==> src/rtl/pwm_pkg.sv <==
package pwm_pkg;
  typedef enum logic [1:0] {
    SEL_CTRL = 2'd0,
    SEL_PER  = 2'd1,
    SEL_DUTY = 2'd2
  } reg_sel_e;
endpackage

==> src/rtl/pwm_shadow_regs.sv <==
module pwm_shadow_regs #(
  parameter int W = 16
) (
  input  logic         clk_i,
  input  logic         rst_ni,
  input  logic         wr_i,
  input  logic [1:0]   wr_sel_i,
  input  logic [W-1:0] wr_data_i,
  input  logic         per_hit_i,
  output logic         en_o,
  output logic         en_nxt_o,
  output logic [W-1:0] per_buf_o,
  output logic [W-1:0] duty_buf_o
);
  import pwm_pkg::*;

  logic         en_q, arm_q;
  logic [W-1:0] per_q, duty_q, per_buf_q, duty_buf_q;
  logic         wr_ctrl, wr_per, wr_duty, start;

  assign wr_ctrl  = wr_i && (wr_sel_i == SEL_CTRL);
  assign wr_per   = wr_i && (wr_sel_i == SEL_PER);
  assign wr_duty  = wr_i && (wr_sel_i == SEL_DUTY);
  assign en_nxt_o = wr_ctrl ? wr_data_i[0] : en_q;
  assign start    = wr_ctrl && wr_data_i[0] && !en_q;

  always_ff @(posedge clk_i or negedge rst_ni) begin
    if (!rst_ni) begin
      en_q   <= 1'b0;
      per_q  <= '0;
      duty_q <= '0;
    end else begin
      en_q <= en_nxt_o;
      if (wr_per)  per_q  <= wr_data_i;
      if (wr_duty) duty_q <= wr_data_i;
    end
  end

  // arm: set by duty write, consumed at period match; write wins on collision
  always_ff @(posedge clk_i or negedge rst_ni) begin
    if (!rst_ni)        arm_q <= 1'b0;
    else if (!en_q)     arm_q <= 1'b0;
    else if (wr_duty)   arm_q <= 1'b1;
    else if (per_hit_i) arm_q <= 1'b0;
  end

  always_ff @(posedge clk_i or negedge rst_ni) begin
    if (!rst_ni) begin
      per_buf_q  <= '0;
      duty_buf_q <= '0;
    end else if (start || (per_hit_i && arm_q)) begin
      per_buf_q  <= per_q;
      duty_buf_q <= duty_q;
    end
  end

  assign en_o       = en_q;
  assign per_buf_o  = per_buf_q;
  assign duty_buf_o = duty_buf_q;

  AST_PER_ONLY_NO_ARM: assert property (@(posedge clk_i) disable iff (!rst_ni)
    (wr_per && !arm_q) |=> !arm_q);
  AST_NO_RELOAD_UNARMED: assert property (@(posedge clk_i) disable iff (!rst_ni)
    (en_q && per_hit_i && !arm_q) |=> ($stable(per_buf_q) && $stable(duty_buf_q)));
  AST_BUF_HOLD_MIDCYCLE: assert property (@(posedge clk_i) disable iff (!rst_ni)
    (en_q && !per_hit_i) |=> ($stable(per_buf_q) && $stable(duty_buf_q)));
endmodule

==> src/rtl/pwm_counter.sv <==
module pwm_counter #(
  parameter int W = 16
) (
  input  logic         clk_i,
  input  logic         rst_ni,
  input  logic         en_i,
  input  logic         en_nxt_i,
  input  logic         tick_i,
  input  logic [W-1:0] per_buf_i,
  input  logic [W-1:0] duty_buf_i,
  output logic [W-1:0] cnt_o,
  output logic         per_hit_o,
  output logic         duty_hit_o
);
  logic [W-1:0] cnt_q;

  assign per_hit_o  = en_i && tick_i && (cnt_q == per_buf_i);
  assign duty_hit_o = en_i && tick_i && (cnt_q == duty_buf_i);

  always_ff @(posedge clk_i or negedge rst_ni) begin
    if (!rst_ni)                cnt_q <= '0;
    else if (!en_i || !en_nxt_i) cnt_q <= '0;
    else if (per_hit_o)          cnt_q <= '0;
    else if (tick_i)             cnt_q <= cnt_q + 1'b1;
  end

  assign cnt_o = cnt_q;

  AST_CNT_IN_RANGE: assert property (@(posedge clk_i) disable iff (!rst_ni)
    en_i |-> (cnt_q <= per_buf_i));
  AST_IDLE_ZERO: assert property (@(posedge clk_i) disable iff (!rst_ni)
    !en_i |-> (cnt_q == '0));
endmodule

==> src/rtl/pwm_out_stage.sv <==
module pwm_out_stage #(
  parameter int W = 16
) (
  input  logic         clk_i,
  input  logic         rst_ni,
  input  logic         en_i,
  input  logic         en_nxt_i,
  input  logic [W-1:0] cnt_i,
  input  logic [W-1:0] duty_buf_i,
  input  logic         per_hit_i,
  input  logic         duty_hit_i,
  output logic         pwm_o,
  output logic         tgl_o,
  output logic         irq_per_o,
  output logic         irq_duty_o
);
  logic tgl_q, irq_per_q, irq_duty_q;

  always_ff @(posedge clk_i or negedge rst_ni) begin
    if (!rst_ni) begin
      tgl_q      <= 1'b0;
      irq_per_q  <= 1'b0;
      irq_duty_q <= 1'b0;
    end else begin
      irq_per_q  <= per_hit_i && en_nxt_i;
      irq_duty_q <= duty_hit_i && en_nxt_i;
      if (!en_nxt_i)      tgl_q <= 1'b0;
      else if (per_hit_i) tgl_q <= ~tgl_q;
    end
  end

  // duty 0 never high; duty above period never low
  assign pwm_o      = en_i && (cnt_i < duty_buf_i);
  assign tgl_o      = tgl_q;
  assign irq_per_o  = irq_per_q;
  assign irq_duty_o = irq_duty_q;

  AST_IDLE_QUIET: assert property (@(posedge clk_i) disable iff (!rst_ni)
    !en_i |-> (!pwm_o && !tgl_q && !irq_per_q && !irq_duty_q));
endmodule

==> src/rtl/pwm_reload_timer.sv <==
module pwm_reload_timer #(
  parameter int W = 16
) (
  input  logic         clk_i,
  input  logic         rst_ni,
  input  logic         tick_i,
  input  logic         wr_i,
  input  logic [1:0]   wr_sel_i,
  input  logic [W-1:0] wr_data_i,
  output logic         pwm_o,
  output logic         tgl_o,
  output logic         irq_per_o,
  output logic         irq_duty_o
);
  logic         en, en_nxt, per_hit, duty_hit;
  logic [W-1:0] per_buf, duty_buf, cnt;

  pwm_shadow_regs #(.W(W)) u_regs (
    .clk_i      (clk_i),
    .rst_ni     (rst_ni),
    .wr_i       (wr_i),
    .wr_sel_i   (wr_sel_i),
    .wr_data_i  (wr_data_i),
    .per_hit_i  (per_hit),
    .en_o       (en),
    .en_nxt_o   (en_nxt),
    .per_buf_o  (per_buf),
    .duty_buf_o (duty_buf)
  );

  pwm_counter #(.W(W)) u_cnt (
    .clk_i      (clk_i),
    .rst_ni     (rst_ni),
    .en_i       (en),
    .en_nxt_i   (en_nxt),
    .tick_i     (tick_i),
    .per_buf_i  (per_buf),
    .duty_buf_i (duty_buf),
    .cnt_o      (cnt),
    .per_hit_o  (per_hit),
    .duty_hit_o (duty_hit)
  );

  pwm_out_stage #(.W(W)) u_out (
    .clk_i      (clk_i),
    .rst_ni     (rst_ni),
    .en_i       (en),
    .en_nxt_i   (en_nxt),
    .cnt_i      (cnt),
    .duty_buf_i (duty_buf),
    .per_hit_i  (per_hit),
    .duty_hit_i (duty_hit),
    .pwm_o      (pwm_o),
    .tgl_o      (tgl_o),
    .irq_per_o  (irq_per_o),
    .irq_duty_o (irq_duty_o)
  );
endmodule

==> config.mk <==
export PLATFORM = sky130hd
export DESIGN_NAME = pwm_reload_timer
export DESIGN_NICKNAME = d
export VERILOG_FILES = /design/src/rtl/pwm_pkg.sv /design/src/rtl/pwm_shadow_regs.sv /design/src/rtl/pwm_counter.sv /design/src/rtl/pwm_out_stage.sv /design/src/rtl/pwm_reload_timer.sv
export SDC_FILE = /design/constraint.sdc
export NUM_CORES = 1
export LEC_CHECK = 0
export BUFFER_PORTS_ARGS = -buffer_cell sky130_fd_sc_hd__buf_4
export CORE_MARGIN = 1
export CORE_UTILIZATION = 54
export CTS_CLUSTER_DIAMETER = 150
export DETAILED_ROUTE_END_ITERATION = 7
export PLACE_DENSITY = 0.75
export SLEW_MARGIN = 20
export SYNTH_ARGS = -nofsm -noshare
export SYNTH_HDL_FRONTEND = slang
export SYNTH_SLANG_ARGS = --single-unit
export TNS_END_PERCENT = 20
==> constraint.sdc <==
create_clock -name clk_i -period 1.9 [get_ports clk_i]
set_input_delay 0.57 -clock clk_i [delete_from_list [all_inputs] [get_ports clk_i]]
set_output_delay 0.57 -clock clk_i [all_outputs]
set_load 0.05 [all_outputs]
### Word level (Yosys, flattened, before mapping)

Index checks and enable logic that the tools add are counted.

* input port bits: 22
* logic and storage cells: 46
* register bits after elaboration: 85
* output and inout port bits: 4

* magnitude comparators: 1
* bitwise gates (word level): 1
* reductions and logical operators: 18
* equal/unequal tests: 6
* muxes and demuxes: 9
* add/sub/neg operators: 1

Operators with widths (number)
* $mux 16: 3
* $eq 16x16->1: 2
* $add 16x1->16 const B: 1
* $lt 16x16->1: 1
* $logic_and 1x1->1: 12
* $mux 1: 6
* $ne 3x2->1 const B: 1
* $reduce_bool 3->1: 1
* $eq 2x1->1 const B: 1
* $eq 2x2->1 const B: 1
* $logic_not 1->1: 2
* $logic_not 2->1: 1
* $logic_or 1x1->1: 2
* $ne 2x2->1 const B: 1
* $not 1->1: 1

### Depth between registers and ports, before layout

Gate-level depths: netlist of run 1.

* word-level depth: 6
* gate-level depth with buffers: 7
* depth with buffers taken out: 7

### Cells and area by module

From an unflattened synthesis of run 1, not the netlist that was laid out.

* cells, all modules: 338
* area, all modules: 4340.4 sq um

By module, submodules not included
* pwm_shadow_regs: cells an instance 144, times used 1, area an instance 2617.5 sq um, sequential area each 1651.6 sq um
* pwm_counter: cells an instance 135, times used 1, area an instance 1241.2 sq um, sequential area each 400.4 sq um
* pwm_out_stage: cells an instance 59, times used 1, area an instance 481.7 sq um, sequential area each 75.1 sq um

### Worst setup path after synthesis of run 1

OpenSTA, ideal clock, no wires.

* kind: flip-flop to output port
* start point: reg u_cnt.cnt_q[9] (netlist: u_cnt.cnt_o[9])
* end point: out pwm_o
* setup slack: -1092 ps
* cell stages (with the launch flop): 7
* data arrival time: 2422 ps
* buffers on the path: 0
* data required time: 1330 ps
* cell sequence: dfrtp_1 ha_1 a21o_1 a21o_1 a21oi_1 o22ai_1 a211oi_1

* cells in the longest elaborated chain, start to end: 2

Ends and longest elaborated chain
* from (decl): RTL line pwm_counter.sv:15 `logic [W-1:0] cnt_q;`
* from (signal assigned): RTL line pwm_counter.sv:24 `else if (tick_i) cnt_q <= cnt_q + 1'b1;`
* $lt 16x16->1: RTL line pwm_out_stage.sv:33 `assign pwm_o = en_i && (cnt_i < duty_buf_i);`
* $logic_and 1x1->1: RTL line pwm_out_stage.sv:33
* to (decl): RTL line pwm_reload_timer.sv:10 `output logic pwm_o,`

Every way passes these cells.

### Worst setup path in the final report of run 1

* start point: reg u_cnt.cnt_q[4] (netlist: u_cnt.cnt_o[4])
* end point: out pwm_o

The elaborated chain is that of the path after synthesis.

==> run metrics, run 1 <==
outcome finished with violations; violated checks setup timing; # fillers 476; die area 7730 um^2; HPWL after DPL 5766 um; All-Layer GR Usage between 20% and 30%; first-pass GRT wire length 13,340 um; critical path startpoint category flop; LEAKAGE 2.405 nW; Tmin final 2.650 ns; DIE WIDTH between 80 and 90 um; WP data required 1.33 ns; nets@finish 430; clock buffer count from CTS 9; drt total wl 8661 um; RSZ-0062 raised after global routing true; R2R Path Start u_cnt.cnt_o[14]; Cell Area, Placed between 4000 and 5000 um^2; total clock sinks 85; slowest CP cell dfrtp_1; Final Setup Violations 51; Initial DRC Count 87; most frequent CP cell a21o_1; Area growth syn-to-layout 28.56%; clock root buffer clkbuf_8; Ys Warns 0; final instance area 5125 um^2; Fmax 377.4 MHz; fraction of registers with async set/reset between 90% and 100%; initial antenna violation count 0; critical path's largest stage delay 0.43 ns; syn_area_per_cell roughly 13 um^2; Worst path top cell family by delay compound AO/OA/AOI/OAI gates; worst path buffer plus inverter count 1; EDFF count, synth 0; DR pass1 iterations 4; CP arrival roughly 2.1 ns; mean number of vias per cell between 5 and 6; Post-Synthesis Cells 312; worst-path cell chain ha_1 > a21o_1 > a21o_1 > a21oi_2 > o22ai_2 > a211oi_4 > buf_6; commonest cells after routing, fill and taps aside 85 x dfrtp_1, 66 x buf_4, 34 x mux2_2, 31 x mux2_4, 21 x nor2_1; fin crit share 139.5%; clk slew on worst S/H paths approximately 0.08 ns; M1 WL 4070 um; Crit Path Category flop to output port; routed wire length per instance 17.60 um; Maximum Capacitance Violations 0; GP Congestion 0.8518; normalized max-slew margin 59.84%; clk_skew 0.009245 ns; H-tree depth 3; Worst Setup End Kind output port; Die Y 87.92 um; TritonCTS clock tree built; Mapped Area roughly 4000 um^2; synth unique cells 39; CP startpoint u_cnt.cnt_o[4]; Initial Util 57.41%; via count about 2,700; Ports 26; Max Root-Sink Buffers 2; commonest non-fill, non-tap cell in the layout dfrtp_1; Power Dens Cells around 970 nW/um^2; crit path max fanout 3; worst min-delay path class input port to async pin; max layer used met4; largest net degree at the start of global routing 39; # DRC 0; post-route ant nets 0; DR WL met2 4263 um; Slew @ Worst Pin approximately 0.6 ns; vias in the first global route roughly 2,700; core area about 6900 um^2; PnR worst setup slack -0.7498 ns; diode count 0; worst ir drop on vdd 0.6645 mV; sequential area share after synthesis 53.36%; grt ovf 0; PortBufs 25; share of cells above drive strength 1 43.69%; Slew Limit Fails 0; power consumption 4.968 mW; Cell Rows 30; count of hold-fix buffers inserted at cts 0; Most used DFF post-synth dfrtp_1; syn nets 351; Clock Latency Late Sink 0.34 ns; met3 wire len around 210 um; Final Hold Viols 0; #FFs+latches synth 85
[cells in the mapped netlist (3+ instances only)]
| master | count | area (um^2) |
|---|---|---|
| a21o_1 | 4 | 30.03 |
| a21oi_1 | 3 | 15.01 |
| buf_6 | 3 | 33.78 |
| clkbuf_1 | 3 | 11.26 |
| dfrtp_1 | 85 | 2127 |
| ha_1 | 17 | 212.7 |
| inv_1 | 17 | 63.81 |
| mux2_2 | 64 | 720.7 |
| nand2_1 | 6 | 22.52 |
| nand3_1 | 8 | 40.04 |
| nand3b_1 | 4 | 30.03 |
| nand4_1 | 10 | 62.56 |
| nor2_1 | 22 | 82.58 |
| nor2b_1 | 3 | 18.77 |
| nor4_1 | 4 | 25.02 |
| o21ai_0 | 3 | 15.01 |
| xnor2_1 | 12 | 105.1 |
| xor2_1 | 18 | 157.7 |
[metal layers]
layer | GRT usage, % | vias up
met3 | 3.864 | 12
met4 | 7.452 | 0
met2 | 38.34 | 36
met1 | 32.71 | 1344
li1 | - | 1260
met5 | 0 | -
[metrics by stage]
stage	std cells	utilization, %	hold slack [ns]	setup TNS [ns]	setup slack, ns
after CTS	491	72.31	0.2068	-13.88	-0.7208
after global routing	492	73.80	0.2237	-21.55	-0.7983
final	492	73.80	0.1964	-18.54	-0.7498
after detailed placement	474	67.84	0.4768	-13.71	-0.4110
after global placement	474	67.84	0.4716	-13.66	-0.3710
after floorplan	312	-	0.2744	-3.158	-0.4380
[path summary, 6_finish.rpt]
| check | to | cells past startpoint | slack (ns) |
|---|---|---|---|
| setup / recovery | pwm_o | 7 | -0.75 |
| hold / removal | u_regs.arm_q | 1 | 0.20 |
| setup reg to reg | u_regs.per_buf_o[2] | 7 | -0.51 |
| hold reg to reg | u_regs.duty_buf_o[6] | 1 | 0.51 |
| max in group asynchronous | u_regs.per_buf_o[4] | 2 | 1.15 |
| min in group clk_i | u_regs.duty_q[3] | 2 | 0.47 |
[kinds of logic after synthesis]
kind of cell | share of synthesized area (%)
flops | 53.36
fa+ha+maj | 5.336
xor+xnor | 6.591
compound gates | 3.265
buf+inv | 3.044
mux | 18.61
simple gates | 9.793
[state kept, by name, indices dropped and copies added, names as in the netlist]
register / cells
u_regs.duty_buf_o: 16
u_regs.per_q: 16
u_out.irq_duty_o: 1
u_out.tgl_o: 1
u_regs.arm_q: 1
u_cnt.cnt_o: 16
u_regs.per_buf_o: 16
u_out.irq_per_o: 1
u_regs.duty_q: 16
u_regs.en_o: 1
[timing repair]
item / CTS / global route
cloned: 1 / 1
buffers inserted: 0 / 1
endpoints found under the setup margin: 51 / 52
pin swaps: 11 / 6
resized for setup: 23 / 23
[worst register-to-register path: cells and delay by family (launching register included)]
family	cells	cell delay [ns]
and+or+nand+nor	2	0.68
DFF	1	0.41
muxes	1	0.33
AOI/OAI and AO/OA	1	0.36
buffers and inverters	2	0.40
xor gates and xnor gates	1	0.13
[area by class of cell]
cell class	count	area (um^2)	area share, %
clock inverters	3	45.04	0.8789
flip-flops and latches	85	2127	41.50
clock buffers	13	148.9	2.905
multi-input cells	202	1941	37.87
well taps	96	120.1	2.344
repair buffers	76	679.4	13.26
inverters	17	63.81	1.245
[power by group]
| group | switching [mW] | leakage (nW) | total (mW) | internal, mW |
|---|---|---|---|---|
| Sequential | 0.256 | 1.06 | 2.44 | 2.19 |
| Combinational | 0.512 | 1.26 | 1.27 | 0.759 |
| Clock | 0.609 | 0.0899 | 1.26 | 0.646 |
(Power assumes the default switching activity.)
==> inputs of run 2 (changes only) <==
Settings changed: CTS_CLUSTER_DIAMETER 150 to 100, RECOVER_POWER set to 50.
==> run 2 against run 1 <==
Net effect: the run still ends with setup timing left; sequential power about the same; highest routed layer unchanged; clock skew about the same; flip-flop and latch count unchanged; count of clock-buffer cells in the layout unchanged; non-clock buffer count unchanged; register-to-register slack about the same; die area unchanged; combinational power about the same; hold slack improved by 0.17 ns.
==> run metrics, run 2 (synthesis results as in run 1) <==
outcome finished with violations; violated checks setup timing; WP data required 1.33 ns; Psw between 1 and 1.5 mW; Worst Setup End Kind output port; Slew @ Worst Pin about 0.95 ns; H-tree depth 3; critical path startpoint category flop; post-route ant nets 0; TritonCTS clock tree built; Cell Area, Placed 4711 um^2; Slew Limit Fails 0; nets@finish 430; Cell Rows 30; initial antenna violation count 0; Final Setup Violations 51; diode count 0; Flop pwr share 49.2%; share of cells above drive strength 1 a little over two fifths; sw frac around 28%; grt ovf 0; CP arrival approximately 2.1 ns; DIE WIDTH 87.92 um; Placed Cells incl. Taps 474; Max Root-Sink Buffers 2; power consumption 4.959 mW; crit path max fanout 3; All-Layer GR Usage 23.62%; Power Dens Cells 972.3 nW/um^2; Internal about 3.6 mW; vias in the first global route 2,652; R2R Path Start u_cnt.cnt_o[14]; # DRC 0; die area approximately 7700 um^2; commonest non-fill, non-tap cell in the layout dfrtp_1; PnR worst setup slack -0.7506 ns; core area 6944 um^2; worst min-delay path class input port to async pin; Final Hold Viols 0; Ports 26; Crit Path Category flop to output port; reg2reg end u_regs.per_buf_o[2]; worst ir drop on vdd 0.6644 mV; clock share of power 25.3%; r2r setup slk -0.51 ns; PortBufs 25; LEAKAGE about 2.4 nW; routed wire length per instance between 15 and 20 um; clk slew on worst S/H paths ~0.08 ns; register area 2127 um^2; total clock sinks 85; R2R depth 7; drt total wl ~8600 um; Comb power frac 25.5%; normalized max-slew margin a little under two fifths; clk_skew 0.009244 ns; clock buffer count from CTS 9; RSZ-0062 raised after global routing true; clock root buffer clkbuf_8; commonest cells after routing, fill and taps aside 85 x dfrtp_1, 63 x buf_4, 34 x mux2_2, 31 x mux2_4, 21 x nor2_1; first-pass GRT wire length around 13,000 um; Tmin final 2.651 ns; Die Y 87.92 um; Multi-input gate area 1941 um^2; Area growth syn-to-layout 27.93%; DR pass1 iterations 4; Clock Latency Late Sink 0.34 ns; fin cells 492; HPWL after DPL 5766 um; # fillers roughly 480; Fmax 377.3 MHz; final instance area 5100 um^2; Maximum Capacitance Violations 0; via count 2,665; Initial DRC Count a little under 90; fin crit share 139.5%; GP Congestion 0.8518; Post-Place Worst Slack -0.4110 ns; mean number of vias per cell 5.417; Initial Util ~57%; largest net degree at the start of global routing 39; setup_tns -18.56 ns
run 2: cell types whose count changed in the layout (fill, tap and decap cells not counted), sizes merged:
| cell | previous run | this run |
|---|---|---|
| clkbuf | 15 | 19 |
| buf | 74 | 70 |
run 2: layout make-up:
cell class              instances  area share, %
flip-flops and latches         85          41.71
clock inverters                 3         0.8832
well taps                      96          2.355
multi-input cells             202          38.05
repair buffers                 76          12.83
inverters                      17          1.251
clock buffers                  13          2.920
run 2: per-layer routing:
layer	routed length [um]	vias up	global-route usage (%)
met1	4050	1353	32.71
met3	222	12	3.864
met2	4258	38	38.34
met5	0	-	0
met4	116	0	7.452
li1	-	1262	-
run 2: power by group through the flow:
stage	Combinational [mW]	Clock [mW]	Sequential [mW]
6_report	1.26	1.25	2.44
3_5_place_dp	1.08	0	2.45
5_1_grt	1.38	1.35	2.48
4_1_cts	1.18	1.28	2.42
3_3_place_gp	1.05	0	2.43
2_1_floorplan	0.729	0	2.37
run 2: critical path: stages, from the launching register on:
cell and delay [ns]:
dfrtp_1 0.43, ha_1 0.22, a21o_1 0.19, a21o_1 0.16, a21oi_2 0.16, o22ai_2 0.11, a211oi_4 0.27, buf_6 0.20
run 2: stage by stage:
step                      util [%]  hold WS [ns]
final                        73.44        0.3679
after global routing         73.44        0.4321
after CTS                    72.31        0.2068
after detailed placement     67.84        0.4768
after global placement       67.84        0.4716
after floorplan                  -        0.2744
run 2: worst max-delay path by stage:
stage / from / endpoint / slack, ns / depth (start not counted)
CTS: u_regs.duty_buf_o[1] / pwm_o / -0.72 / 8
floorplan: u_cnt.cnt_o[5] / pwm_o / -0.44 / 6
detailed placement: u_cnt.cnt_o[5] / pwm_o / -0.41 / 7
global route: u_regs.duty_buf_o[1] / pwm_o / -0.80 / 8
finish: u_cnt.cnt_o[4] / pwm_o / -0.75 / 7
global placement: u_regs.duty_buf_o[1] / pwm_o / -0.37 / 8
run 2: timing repair:
action / CTS / global route
hold buffers: 0 / 0
resized for setup: 23 / 23
pin swaps: 11 / 6
setup buffers: 0 / 1
gates cloned: 1 / 1
hold endpoints to repair: 0 / 0
setup endpoints to repair: 51 / 52
